File: src/rtl/hz_pkg.sv
package hz_pkg;
    typedef enum logic [1:0] {
        FWD_RF  = 2'b00,
        FWD_WB  = 2'b01,
        FWD_MEM = 2'b10
    } fwd_sel_e;

    typedef struct packed {
        logic hold;
        logic flush;
    } ctl_t;
endpackage

File: src/rtl/hz_fwd_pick.sv
module hz_fwd_pick
    import hz_pkg::*;
#(
    parameter int REG_W  = 5,
    parameter bit USE_WB = 1'b1
) (
    input  logic [REG_W-1:0] src,
    input  logic [REG_W-1:0] mem_rd,
    input  logic             mem_wen,
    input  logic             mem_load,
    input  logic [REG_W-1:0] wb_rd,
    input  logic             wb_wen,
    output fwd_sel_e         sel
);
    localparam logic [REG_W-1:0] ZERO_REG = '0;

    always_comb begin
        sel = FWD_RF;
        if (src != ZERO_REG) begin
            if (mem_wen && !mem_load && (mem_rd == src)) begin
                sel = FWD_MEM;
            end else if (USE_WB && wb_wen && (wb_rd == src)) begin
                sel = FWD_WB;
            end
        end
    end
endmodule

File: src/rtl/hz_stall_detect.sv
module hz_stall_detect #(
    parameter int REG_W = 5
) (
    input  logic [REG_W-1:0] id_rs1,
    input  logic [REG_W-1:0] id_rs2,
    input  logic             id_use_rs1,
    input  logic             id_use_rs2,
    input  logic             id_branch,
    input  logic [REG_W-1:0] ex_rd,
    input  logic             ex_wen,
    input  logic             ex_load,
    input  logic [REG_W-1:0] mem_rd,
    input  logic             mem_wen,
    input  logic             mem_load,
    output logic             hold
);
    localparam logic [REG_W-1:0] ZERO_REG = '0;

    logic dep_ex_d;
    logic dep_mem_d;

    function automatic logic reads_reg(input logic [REG_W-1:0] rd, input logic wen);
        return wen && (rd != ZERO_REG) &&
               ((id_use_rs1 && (rd == id_rs1)) || (id_use_rs2 && (rd == id_rs2)));
    endfunction

    always_comb begin
        dep_ex_d  = reads_reg(ex_rd, ex_wen);
        dep_mem_d = reads_reg(mem_rd, mem_wen);
        hold      = (dep_ex_d && (ex_load || id_branch)) ||
                    (dep_mem_d && mem_load && id_branch);
    end
endmodule

File: src/rtl/hazard_ctrl.sv
module hazard_ctrl
    import hz_pkg::*;
#(
    parameter int REG_W = 5
) (
    input  logic [REG_W-1:0] id_rs1,
    input  logic [REG_W-1:0] id_rs2,
    input  logic             id_use_rs1,
    input  logic             id_use_rs2,
    input  logic             id_branch,
    input  logic             id_taken,
    input  logic [REG_W-1:0] ex_rs1,
    input  logic [REG_W-1:0] ex_rs2,
    input  logic [REG_W-1:0] ex_rd,
    input  logic             ex_wen,
    input  logic             ex_load,
    input  logic [REG_W-1:0] mem_rd,
    input  logic             mem_wen,
    input  logic             mem_load,
    input  logic [REG_W-1:0] wb_rd,
    input  logic             wb_wen,
    output logic [1:0]       fwd_ex_a,
    output logic [1:0]       fwd_ex_b,
    output logic [1:0]       fwd_id_a,
    output logic [1:0]       fwd_id_b,
    output logic             stall_if,
    output logic             stall_id,
    output logic             bubble_ex,
    output logic             flush_ifid
);
    localparam int N_OPS = 4;

    logic [REG_W-1:0] op_src [N_OPS];
    fwd_sel_e         op_sel [N_OPS];
    logic             hold_d;
    ctl_t             ctl_d;

    assign op_src[0] = ex_rs1;
    assign op_src[1] = ex_rs2;
    assign op_src[2] = id_rs1;
    assign op_src[3] = id_rs2;

    for (genvar g = 0; g < N_OPS; g++) begin : g_op
        hz_fwd_pick #(
            .REG_W (REG_W),
            .USE_WB(g < 2)
        ) i_pick (
            .src     (op_src[g]),
            .mem_rd  (mem_rd),
            .mem_wen (mem_wen),
            .mem_load(mem_load),
            .wb_rd   (wb_rd),
            .wb_wen  (wb_wen),
            .sel     (op_sel[g])
        );
    end

    hz_stall_detect #(.REG_W(REG_W)) i_stall (
        .id_rs1    (id_rs1),
        .id_rs2    (id_rs2),
        .id_use_rs1(id_use_rs1),
        .id_use_rs2(id_use_rs2),
        .id_branch (id_branch),
        .ex_rd     (ex_rd),
        .ex_wen    (ex_wen),
        .ex_load   (ex_load),
        .mem_rd    (mem_rd),
        .mem_wen   (mem_wen),
        .mem_load  (mem_load),
        .hold      (hold_d)
    );

    always_comb begin
        ctl_d.hold  = hold_d;
        ctl_d.flush = id_branch && id_taken && !hold_d;
    end

    assign fwd_ex_a   = op_sel[0];
    assign fwd_ex_b   = op_sel[1];
    assign fwd_id_a   = op_sel[2];
    assign fwd_id_b   = op_sel[3];
    assign stall_if   = ctl_d.hold;
    assign stall_id   = ctl_d.hold;
    assign bubble_ex  = ctl_d.hold;
    assign flush_ifid = ctl_d.flush;
endmodule

File: config.mk
export PLATFORM = sky130hd
export DESIGN_NAME = hazard_ctrl
export DESIGN_NICKNAME = d
export VERILOG_FILES = /design/src/rtl/hz_pkg.sv /design/src/rtl/hz_fwd_pick.sv /design/src/rtl/hz_stall_detect.sv /design/src/rtl/hazard_ctrl.sv
export SDC_FILE = /design/constraint.sdc
export NUM_CORES = 1
export LEC_CHECK = 0
export ABC_CLOCK_PERIOD_IN_PS = 3200
export BUFFER_PORTS_ARGS = -buffer_cell sky130_fd_sc_hd__buf_2
export CAP_MARGIN = 20
export CORE_MARGIN = 10
export CORE_UTILIZATION = 26
export DETAILED_ROUTE_END_ITERATION = 8
export PLACE_DENSITY = 0.67
export SYNTH_ARGS = -nofsm -noshare
export SYNTH_HDL_FRONTEND = slang
export SYNTH_SLANG_ARGS = --single-unit
File: constraint.sdc
create_clock -name vclk -period 3.2
set_input_delay 0.32 -clock vclk [all_inputs]
set_output_delay 0.32 -clock vclk [all_outputs]
set_load 0.005 [all_outputs]
==> summary.md, run 1 <==
| Metric | Value |
|---|---|
| Status | finished, final reports clean |
| Setup CP Type | in2out |
| # Max-Cap Violations | 0 |
| FP Rows | 18 |
| Worst VDD drop | around 54 uV |
| Final setup TNS | 0 ns |
| Seq pwr share | 0% |
| Initial antenna violation count | 0 |
| Initial DRC Count | 9 |
| Finish-stage setup viols | 0 |
| Seq_cells | 0 |
| Die W | 71.3 microns |
| Final antenna-violating net count | 0 |
| PortBufs | 54 |
| Minimum clock period | 1.83 ns |
| Max Slew Vio Count | 0 |
| DRC Markers | 0 |
| Gr usage total | a little under a tenth |
| Largest net degree at the start of global routing | 7 |
| Gpl congestion | between 0.8 and 0.9 |
| Via count | 840 |
| Register area share after synthesis | 0% |
| Dpl cell area | 941 sq um |
| Critical path arrival | 1.51 ns |
| Initial Utilization | a little over a quarter |
| Cell mode on critical path | buf_2 |
| WL/cell | ~15 microns |
| Cells along the critical path | buf_2 > xor2_1 > nor4_1 > a32oi_1 > o211ai_1 > buf_2 |
| Bufs and invs on worst path | 2 |
| Comb pwr share | between 90% and 100% |
| Crit-path max FO | 3 |
| Crit start category | input pin |
| Nets@finish | 188 |
| Synth Warn # | 0 |
| Final Cycle Share | 57.1% |
| CP Capture Type | output pin |
| Reg area | 0 sq um |
| Fmax | around 0.55 GHz |
| Post-CTS Setup Bufs | 0 |
| Crit path depth | 6 |
| Power, Total | roughly 0.11 mW |
| Worst min path class | in2out |
| Final hold slack | roughly 0.96 ns |
| # diodes | 0 |
| Cell Count, Final, Fillers Out | about 170 |
| Clock power frac | 0% |
| Count of final hold-check violations | 0 |
| Synth-to-layout area growth | 37.5% |
| PostCTS Resize Cnt | 0 |
| Placed Cells | ~170 |
| Syn_area_per_cell | 7.13 sq um |
| Share of post-route cells with drive strength above 1 | 39.4% |
| P_sw | ~0.057 mW |
| Total die area | 5080 sq um |
| First-pass DRT Iterations | 3 |
| P_leak | 0.428 nW |
| Crit-path max cell delay | about 0.31 ns |
| Switching share of power | ~51% |
| CORE AREA | 2500 sq um |
| Global route overflow | 0 |
| Slowest-stage cell, CP | nor4_1 |
| First-pass GRT wire length | 4280 microns |
| Post-Syn Instances | 96 |
| Via-to-Cell Ratio | slightly below 5 |
| Finished Cell Area | approximately 940 sq um |
| Die height | about 71 microns |
| Synth cell types | 22 |
| Detailed Place HPWL | 2350 microns |
| WL final | between 2000 and 3000 microns |
| Mapped Area | between 600 and 700 sq um |
| P per Cell Area | 120 nW/um^2 |
| Crit path from | ex_rd[3] |
| Vias in the first global route | between 900 and 1000 |
| RSZ-0062 raised after global routing | no |
| CP required | roughly 2.9 ns |
| End point of the critical path | bubble_ex |
| Crit path max-delay family | compound AO/OA/AOI/OAI gates |
| Post-CTS Hold Buffers | 0 |
| IO Count | 56 |
| Clock buffer count | 0 |
| Internal | ~0.056 mW |
## synthesized netlist by cell type (3+ instances only)
cell type,n,area [sq um]
xnor2_1,20,175
xor2_1,20,175
nor4_1,7,43.8
nand4_1,6,37.5
nor2_1,6,22.5
nor3_1,6,30.0
buf_2,5,25.0
buf_4,4,30.0
a21oi_1,3,15.0
nand2_1,3,11.3
or4_1,3,22.5
## cell usage in the layout, fill, tap and decap left out, types with 3 or more instances in the layout
cell type  synthesis  layout
buf_2              5      54
xnor2_1           20      20
nor2_1             6       6
nor4_1             7       7
nand2_1            3       3
nor3_1             6       6
a21oi_1            3       3
or4_1              3       3
xor2_1            20      20
nand4_1            6       6
## layout make-up
type	instances	area, sq um
tap	30	37.5
timing repair buffer	54	270
multi-input combinational	87	629
fill	273	1560
inverter	1	3.75
## power groups by stage
stage | Combinational (mW) | Clock (mW) | Sequential, mW
global route | 0.127 | 0 | 0
floorplan | 0.0642 | 0 | 0
finish | 0.113 | 0 | 0
CTS | 0.114 | 0 | 0
global placement | 0.110 | 0 | 0
detailed placement | 0.113 | 0 | 0
## routing by layer
| layer | track usage (%) | share of wire (%) | up-vias |
|---|---|---|---|
| met4 | 0.645 | 0.87 | 0 |
| met2 | 19.1 | 58 | 16 |
| met3 | 1.52 | 3.5 | 2 |
| met5 | 0 | 0 | - |
| li1 | - | - | 426 |
| met1 | 10.1 | 37 | 396 |
## tightest hold or removal path: cells and delay by family
kind	cells	cell delay [ns]
buffers and inverters	2	0.23
and+or+nand+nor	2	0.09
## metrics by stage
stage | utilization [%] | setup slack, ns
floorplan | - | 1.56
CTS | 37.6 | 1.39
global placement | 37.6 | 1.41
global route | 37.6 | 1.24
finish | 37.6 | 1.37
detailed placement | 37.6 | 1.39
## logic make-up (layout without fill, tap and decap cells)
kind of cell    Yosys count  in the layout  synth area share [%]
other cells               1              2                 0.548
compound gates            7              7                  8.41
simple gates             38             38                  31.3
xor+xnor                 40             40                  51.2
buf+inv                  10             55                  8.59
## worst min-delay path by stage
stage | startpoint | cells past startpoint | slack [ns] | end
after floorplan | wb_wen | 2 | 0.72 | fwd_ex_a[0]
after global placement | wb_wen | 4 | 0.96 | fwd_ex_a[0]
after detailed placement | wb_wen | 4 | 0.96 | fwd_ex_b[0]
after CTS | wb_wen | 4 | 0.96 | fwd_ex_b[0]
after global routing | wb_wen | 4 | 0.99 | fwd_ex_a[0]
final | wb_wen | 4 | 0.96 | fwd_ex_b[0]
(Power assumes the default switching activity.)
==> inputs of run 2 (changes only) <==
ABC_CLOCK_PERIOD_IN_PS = 1860   (was 3200)
clock period = 1.86 ns   (was 3.2 ns; I/O delays follow)
==> summary.md, run 2 (synthesis results as in run 1) <==
| Metric | Value |
|---|---|
| Status | finished, final reports clean |
| Die W | 71.3 microns (unchanged) |
| # diodes | 0 (unchanged) |
| WL final | 2550 microns (+1.1%) |
| Seq_cells | 0 (unchanged) |
| Crit path from | ex_rd[3] |
| Initial Utilization | 27.4% (unchanged) |
| Clock buffer count | 0 (unchanged) |
| CORE AREA | 2500 sq um (unchanged) |
| First-pass GRT wire length | 4340 microns (+1.3%) |
| Die height | 71.3 microns (unchanged) |
| Final Cycle Share | a little over four fifths |
| Reg area | 0 sq um (unchanged) |
| Crit start category | input pin |
| RSZ-0062 raised after global routing | no |
| WL met3 | 89 microns (unchanged) |
| Largest net degree at the start of global routing | 7 (unchanged) |
| Bufs and invs on worst path | 2 (unchanged) |
| Vias in the first global route | 964 (-1.8%) |
| Most common cell after layout, fill and taps aside | buf_2 |
| Initial antenna violation count | 0 (unchanged) |
| Setup CP Type | in2out |
| First-pass DRT Iterations | 3 (unchanged) |
| Crit-path max FO | 3 (unchanged) |
| P_leak | 0.428 nW (unchanged) |
| Critical path arrival | 1.37 ns (-0.14 ns) |
| Layout filler cell count | 257 (-5.9%) |
| Crit path max-delay family | compound AO/OA/AOI/OAI gates |
| Final antenna-violating net count | 0 (unchanged) |
| Worst min path class | in2out |
| PortBufs | 54 (unchanged) |
| DR WL met2 | 1480 microns (+0.61%) |
| Clock power frac | 0% (unchanged) |
| IO Count | 56 (unchanged) |
| DRC Markers | 0 (unchanged) |
| Worst min-delay path startpoint | wb_wen |
| Post-CTS Hold Buffers | 0 (unchanged) |
| Top Layer Used | met4 |
| Finish-stage setup viols | 0 (unchanged) |
| Via-to-Cell Ratio | 4.88 (-0.12%) |
| P per Cell Area | 207 nW/um^2 (+72%) |
| Final setup TNS | 0 ns (unchanged) |
| Commonest non-fill, non-tap cells in the layout | buf_2, xnor2_1, xor2_1 |
| Detailed Place HPWL | 2370 microns (+0.85%) |
| Gr usage total | 9.56% (+0.14 points) |
| Via count | 839 (-0.12%) |
| Post-CTS Setup Bufs | 0 (unchanged) |
| CP required | 1.67 ns (-1.21 ns) |
| Placed Cells | 172 (unchanged) |
| Total die area | 5080 sq um (unchanged) |
| # Max-Cap Violations | 0 (unchanged) |
| Max Slew Vio Count | 0 (unchanged) |
| Cells along the critical path | buf_2 > xor2_1 > nor4_1 > a32oi_1 > o211ai_1 > buf_2 |
| WL/cell | 14.8 microns (+1.1%) |
| Comb pwr share | 100.0% (about the same) |
| Seq pwr share | 0% (unchanged) |
| CP Capture Type | output pin |
| End point of the critical path | bubble_ex |
| Worst VDD drop | 85.7 uV (+58%) |
| Slowest-stage cell, CP | nor4_1 |
| P_sw | 0.0986 mW (+73%) |
| Metal-1 WL | 953 microns (+2.1%) |
| Fmax | roughly 0.64 GHz |
| FP Rows | 18 (unchanged) |
| Minimum clock period | roughly 1.6 ns |
| Gpl congestion | 0.865 (unchanged) |
| Synth-to-layout area growth | 37.5% (unchanged) |
| Nets@finish | 188 (unchanged) |
| Switching share of power | 50.7% (+0.084 points) |
| Initial DRC Count | 15 (+6) |
| Crit-path max cell delay | 0.31 ns (about the same) |
| Share of post-route cells with drive strength above 1 | 39.4% (unchanged) |
| Crit path depth | 6 (unchanged) |
| Internal | 0.0960 mW (+72%) |
| Global route overflow | 0 (unchanged) |
| Count of final hold-check violations | 0 (unchanged) |
| Cell Count, Final, Fillers Out | 172 (unchanged) |
| PostCTS Resize Cnt | 0 (unchanged) |
| Cell mode on critical path | buf_2 |
[run 2: cell counts in the layout (fill, tap and decap cells not counted)]
Identical to the previous run, type by type.
[run 2: how the worst min path moves through the flow]
stage                   to  slack, ns  cells past startpoint
2_1_floorplan  fwd_ex_a[0]       0.45                      2
3_3_place_gp   fwd_ex_a[0]       0.69                      4
3_5_place_dp   fwd_ex_b[0]       0.69                      4
4_1_cts        fwd_ex_b[0]       0.69                      4
5_1_grt        fwd_ex_a[0]       0.72                      4
6_report       fwd_ex_b[0]       0.69                      4
[run 2: power by group through the flow]
stage	clock (mW)	combinational, mW	sequential [mW]
3_3_place_gp	0	0.190	0
3_5_place_dp	0	0.195	0
4_1_cts	0	0.196	0
2_1_floorplan	0	0.110	0
6_report	0	0.195	0
5_1_grt	0	0.218	0
[run 2: metrics by stage]
step | hold slack [ns] | instance area, sq um | setup WS, ns | power (mW) | utilization [%]
finish | 0.687 | 941 | 0.302 | 0.195 | 37.6
floorplan | 0.454 | 688 | 0.488 | 0.110 | -
detailed placement | 0.688 | 941 | 0.334 | 0.195 | 37.6
global placement | 0.689 | 941 | 0.336 | 0.190 | 37.6
CTS | 0.692 | 941 | 0.328 | 0.196 | 37.6
global route | 0.722 | 941 | 0.196 | 0.218 | 37.6
[run 2: cell type report]
cell class	count	area (sq um)	area share, %
multi-input combinational	87	629	66.9
timing repair buffer	54	270	28.7
tap	30	37.5	3.99
inverter	1	3.75	0.399
[run 2: layer usage]
layer / up-vias / global-route usage, %
li1: 430 / -
met1: 391 / 10.5
met2: 16 / 19.0
met3: 2 / 1.52
met4: 0 / 0.860
met5: - / 0
==> inputs of run 3 (changes only) <==
ABC_CLOCK_PERIOD_IN_PS = 1400   (was 1860)
PLACE_DENSITY = 0.69   (was 0.67)
clock period = 1.4 ns   (was 1.86 ns; I/O delays follow)
==> summary.md, run 3 (synthesis results as in run 1) <==
| Metric | Value |
|---|---|
| Initial antenna violation count | 0 (unchanged) |
| Reg area | 0 sq um (unchanged) |
| Critical path arrival | 1.30 ns (-0.07 ns) |
| CORE AREA | 2500 sq um (unchanged) |
| Count of final hold-check violations | 0 (unchanged) |
| Die W | 71.3 microns (unchanged) |
| IO Count | 56 (unchanged) |
| DRC Markers | 0 (unchanged) |
| Crit-path max cell delay | 0.31 ns (about the same) |
| Die height | 71.3 microns (unchanged) |
| # diodes | 0 (unchanged) |
| Placed Cells | 180 (+4.7%) |
| # Max-Cap Violations | 0 (unchanged) |
| PortBufs | 54 (unchanged) |
| Gpl congestion | 0.868 (+0.39%) |
| Fmax | roughly 0.69 GHz |
| Setup WS post-layout | -0.0393 ns (-0.342 ns) |
| Worst min path class | in2out |
| RSZ-0062 raised after global routing | yes |
| Vias in the first global route | 934 (-3.1%) |
| Finish-stage setup viols | 4 (+4) |
| Post-CTS Hold Buffers | 0 (unchanged) |
| Crit path max-delay family | compound AO/OA/AOI/OAI gates |
| Finished Cell Area | 1070 sq um (+14%) |
| Minimum clock period | around 1.4 ns |
| Seq_cells | 0 (unchanged) |
| Cell Count, Final, Fillers Out | 181 (+5.2%) |
| First-pass GRT wire length | 4260 microns (-1.9%) |
| Cells along the critical path | buf_6 > xor2_1 > nor4_1 > a32oi_1 > o211ai_1 > buf_2 |
| Failing checks | setup timing |
| Most common cell after layout, fill and taps aside | buf_2 |
| Crit start category | input pin |
| Share of post-route cells with drive strength above 1 | 45.0% (+5.6 points) |
| CP required | 1.26 ns (-0.41 ns) |
| First-pass DRT Iterations | 2 (-1) |
| P per Cell Area | 280 nW/um^2 (+35%) |
| Dpl cell area | 1000 sq um (+6.4%) |
| WL/cell | 15.4 microns (+3.9%) |
| Global route overflow | 0 (unchanged) |
| Setup CP Type | in2out |
| Initial DRC Count | 14 (-1) |
| Detailed Place HPWL | 2490 microns (+4.8%) |
| Layout filler cell count | 258 (+0.39%) |
| Max Slew Vio Count | 0 (unchanged) |
| Slowest-stage cell, CP | nor4_1 |
| Commonest non-fill, non-tap cells in the layout | buf_2, xnor2_1, xor2_1 |
| Crit-path max FO | 3 (unchanged) |
| FP Rows | 18 (unchanged) |
| Total die area | 5080 sq um (unchanged) |
| Via-to-Cell Ratio | 4.81 (-1.5%) |
| Final Cycle Share | 103% |
| Final antenna-violating net count | 0 (unchanged) |
| Initial Utilization | 27.4% (unchanged) |
| Synth-to-layout area growth | 56.1% |
| Worst VDD drop | 125 uV (+46%) |
| Nets@finish | 197 (+4.8%) |
| Status | complete, but fails checks |
| CP Capture Type | output pin |
| WL final | 2790 microns (+9.4%) |
| Bufs and invs on worst path | 2 (unchanged) |
| P_leak | 0.486 nW (+14%) |
| Clock buffer count | 0 (unchanged) |
| Via count | 870 (+3.7%) |
| Largest net degree at the start of global routing | 7 (unchanged) |
| Gr usage total | 9.59% (+0.028 points) |
-- run 3: cell count changes in the layout (fill, tap and decap cells not counted), sizes merged --
| cell | previous run | this run |
|---|---|---|
| buf | 54 | 63 |
-- run 3: stage by stage --
| step | power [mW] | setup TNS [ns] | utilization (%) | hold slack, ns | setup slack, ns |
|---|---|---|---|---|---|
| detailed placement | 0.277 | -0.102 | 40.0 | 0.599 | -0.0294 |
| floorplan | 0.147 | 0 | - | 0.362 | 0.120 |
| global placement | 0.269 | -0.0567 | 40.0 | 0.596 | -0.0266 |
| global route | 0.327 | -0.565 | 42.7 | 0.622 | -0.161 |
| finish | 0.299 | -0.127 | 42.7 | 0.593 | -0.0393 |
| CTS | 0.284 | 0 | 40.8 | 0.599 | 0.00882 |
-- run 3: final timing paths --
kind | depth (start not counted) | from | to
worst max-delay path | 6 | ex_rd[4] | bubble_ex
worst min-delay path | 4 | wb_wen | fwd_ex_b[0]
-- run 3: where the power goes --
| group | switching, mW | internal (mW) | leakage (nW) |
|---|---|---|---|
| clock network | 0 | 0 | 0 |
| logic | 0.143 | 0.156 | 0.486 |
| registers | 0 | 0 | 0 |
| total | 0.143 | 0.156 | 0.486 |
-- run 3: worst min-delay path: stages --
cell     delay (ns)
buf_2          0.11
nand2_1        0.05
nor4_1         0.04
buf_2          0.11
-- run 3: layer usage --
| metal | global-route usage (%) | vias to the layer above | wire length [microns] |
|---|---|---|---|
| li1 | - | 443 | - |
| met1 | 9.62 | 410 | 954 |
| met2 | 20.3 | 15 | 1670 |
| met3 | 1.93 | 2 | 136 |
| met4 | 0 | 0 | 21 |
| met5 | 0 | - | 0 |
-- run 3: layout make-up --
type	count	area [sq um]	share of cell area [%]
tap	30	37.5	3.51
timing repair buffer	63	379	35.5
multi-input combinational	87	648	60.7
inverter	1	3.75	0.351
-- run 3: repair_timing --
item / CTS / global route
endpoints found under the setup margin: 4 / 5
pin swaps: 4 / 6
gates resized for setup: 3 / 10
buffers inserted: 0 / 1
hold endpoints to repair: 0 / 0
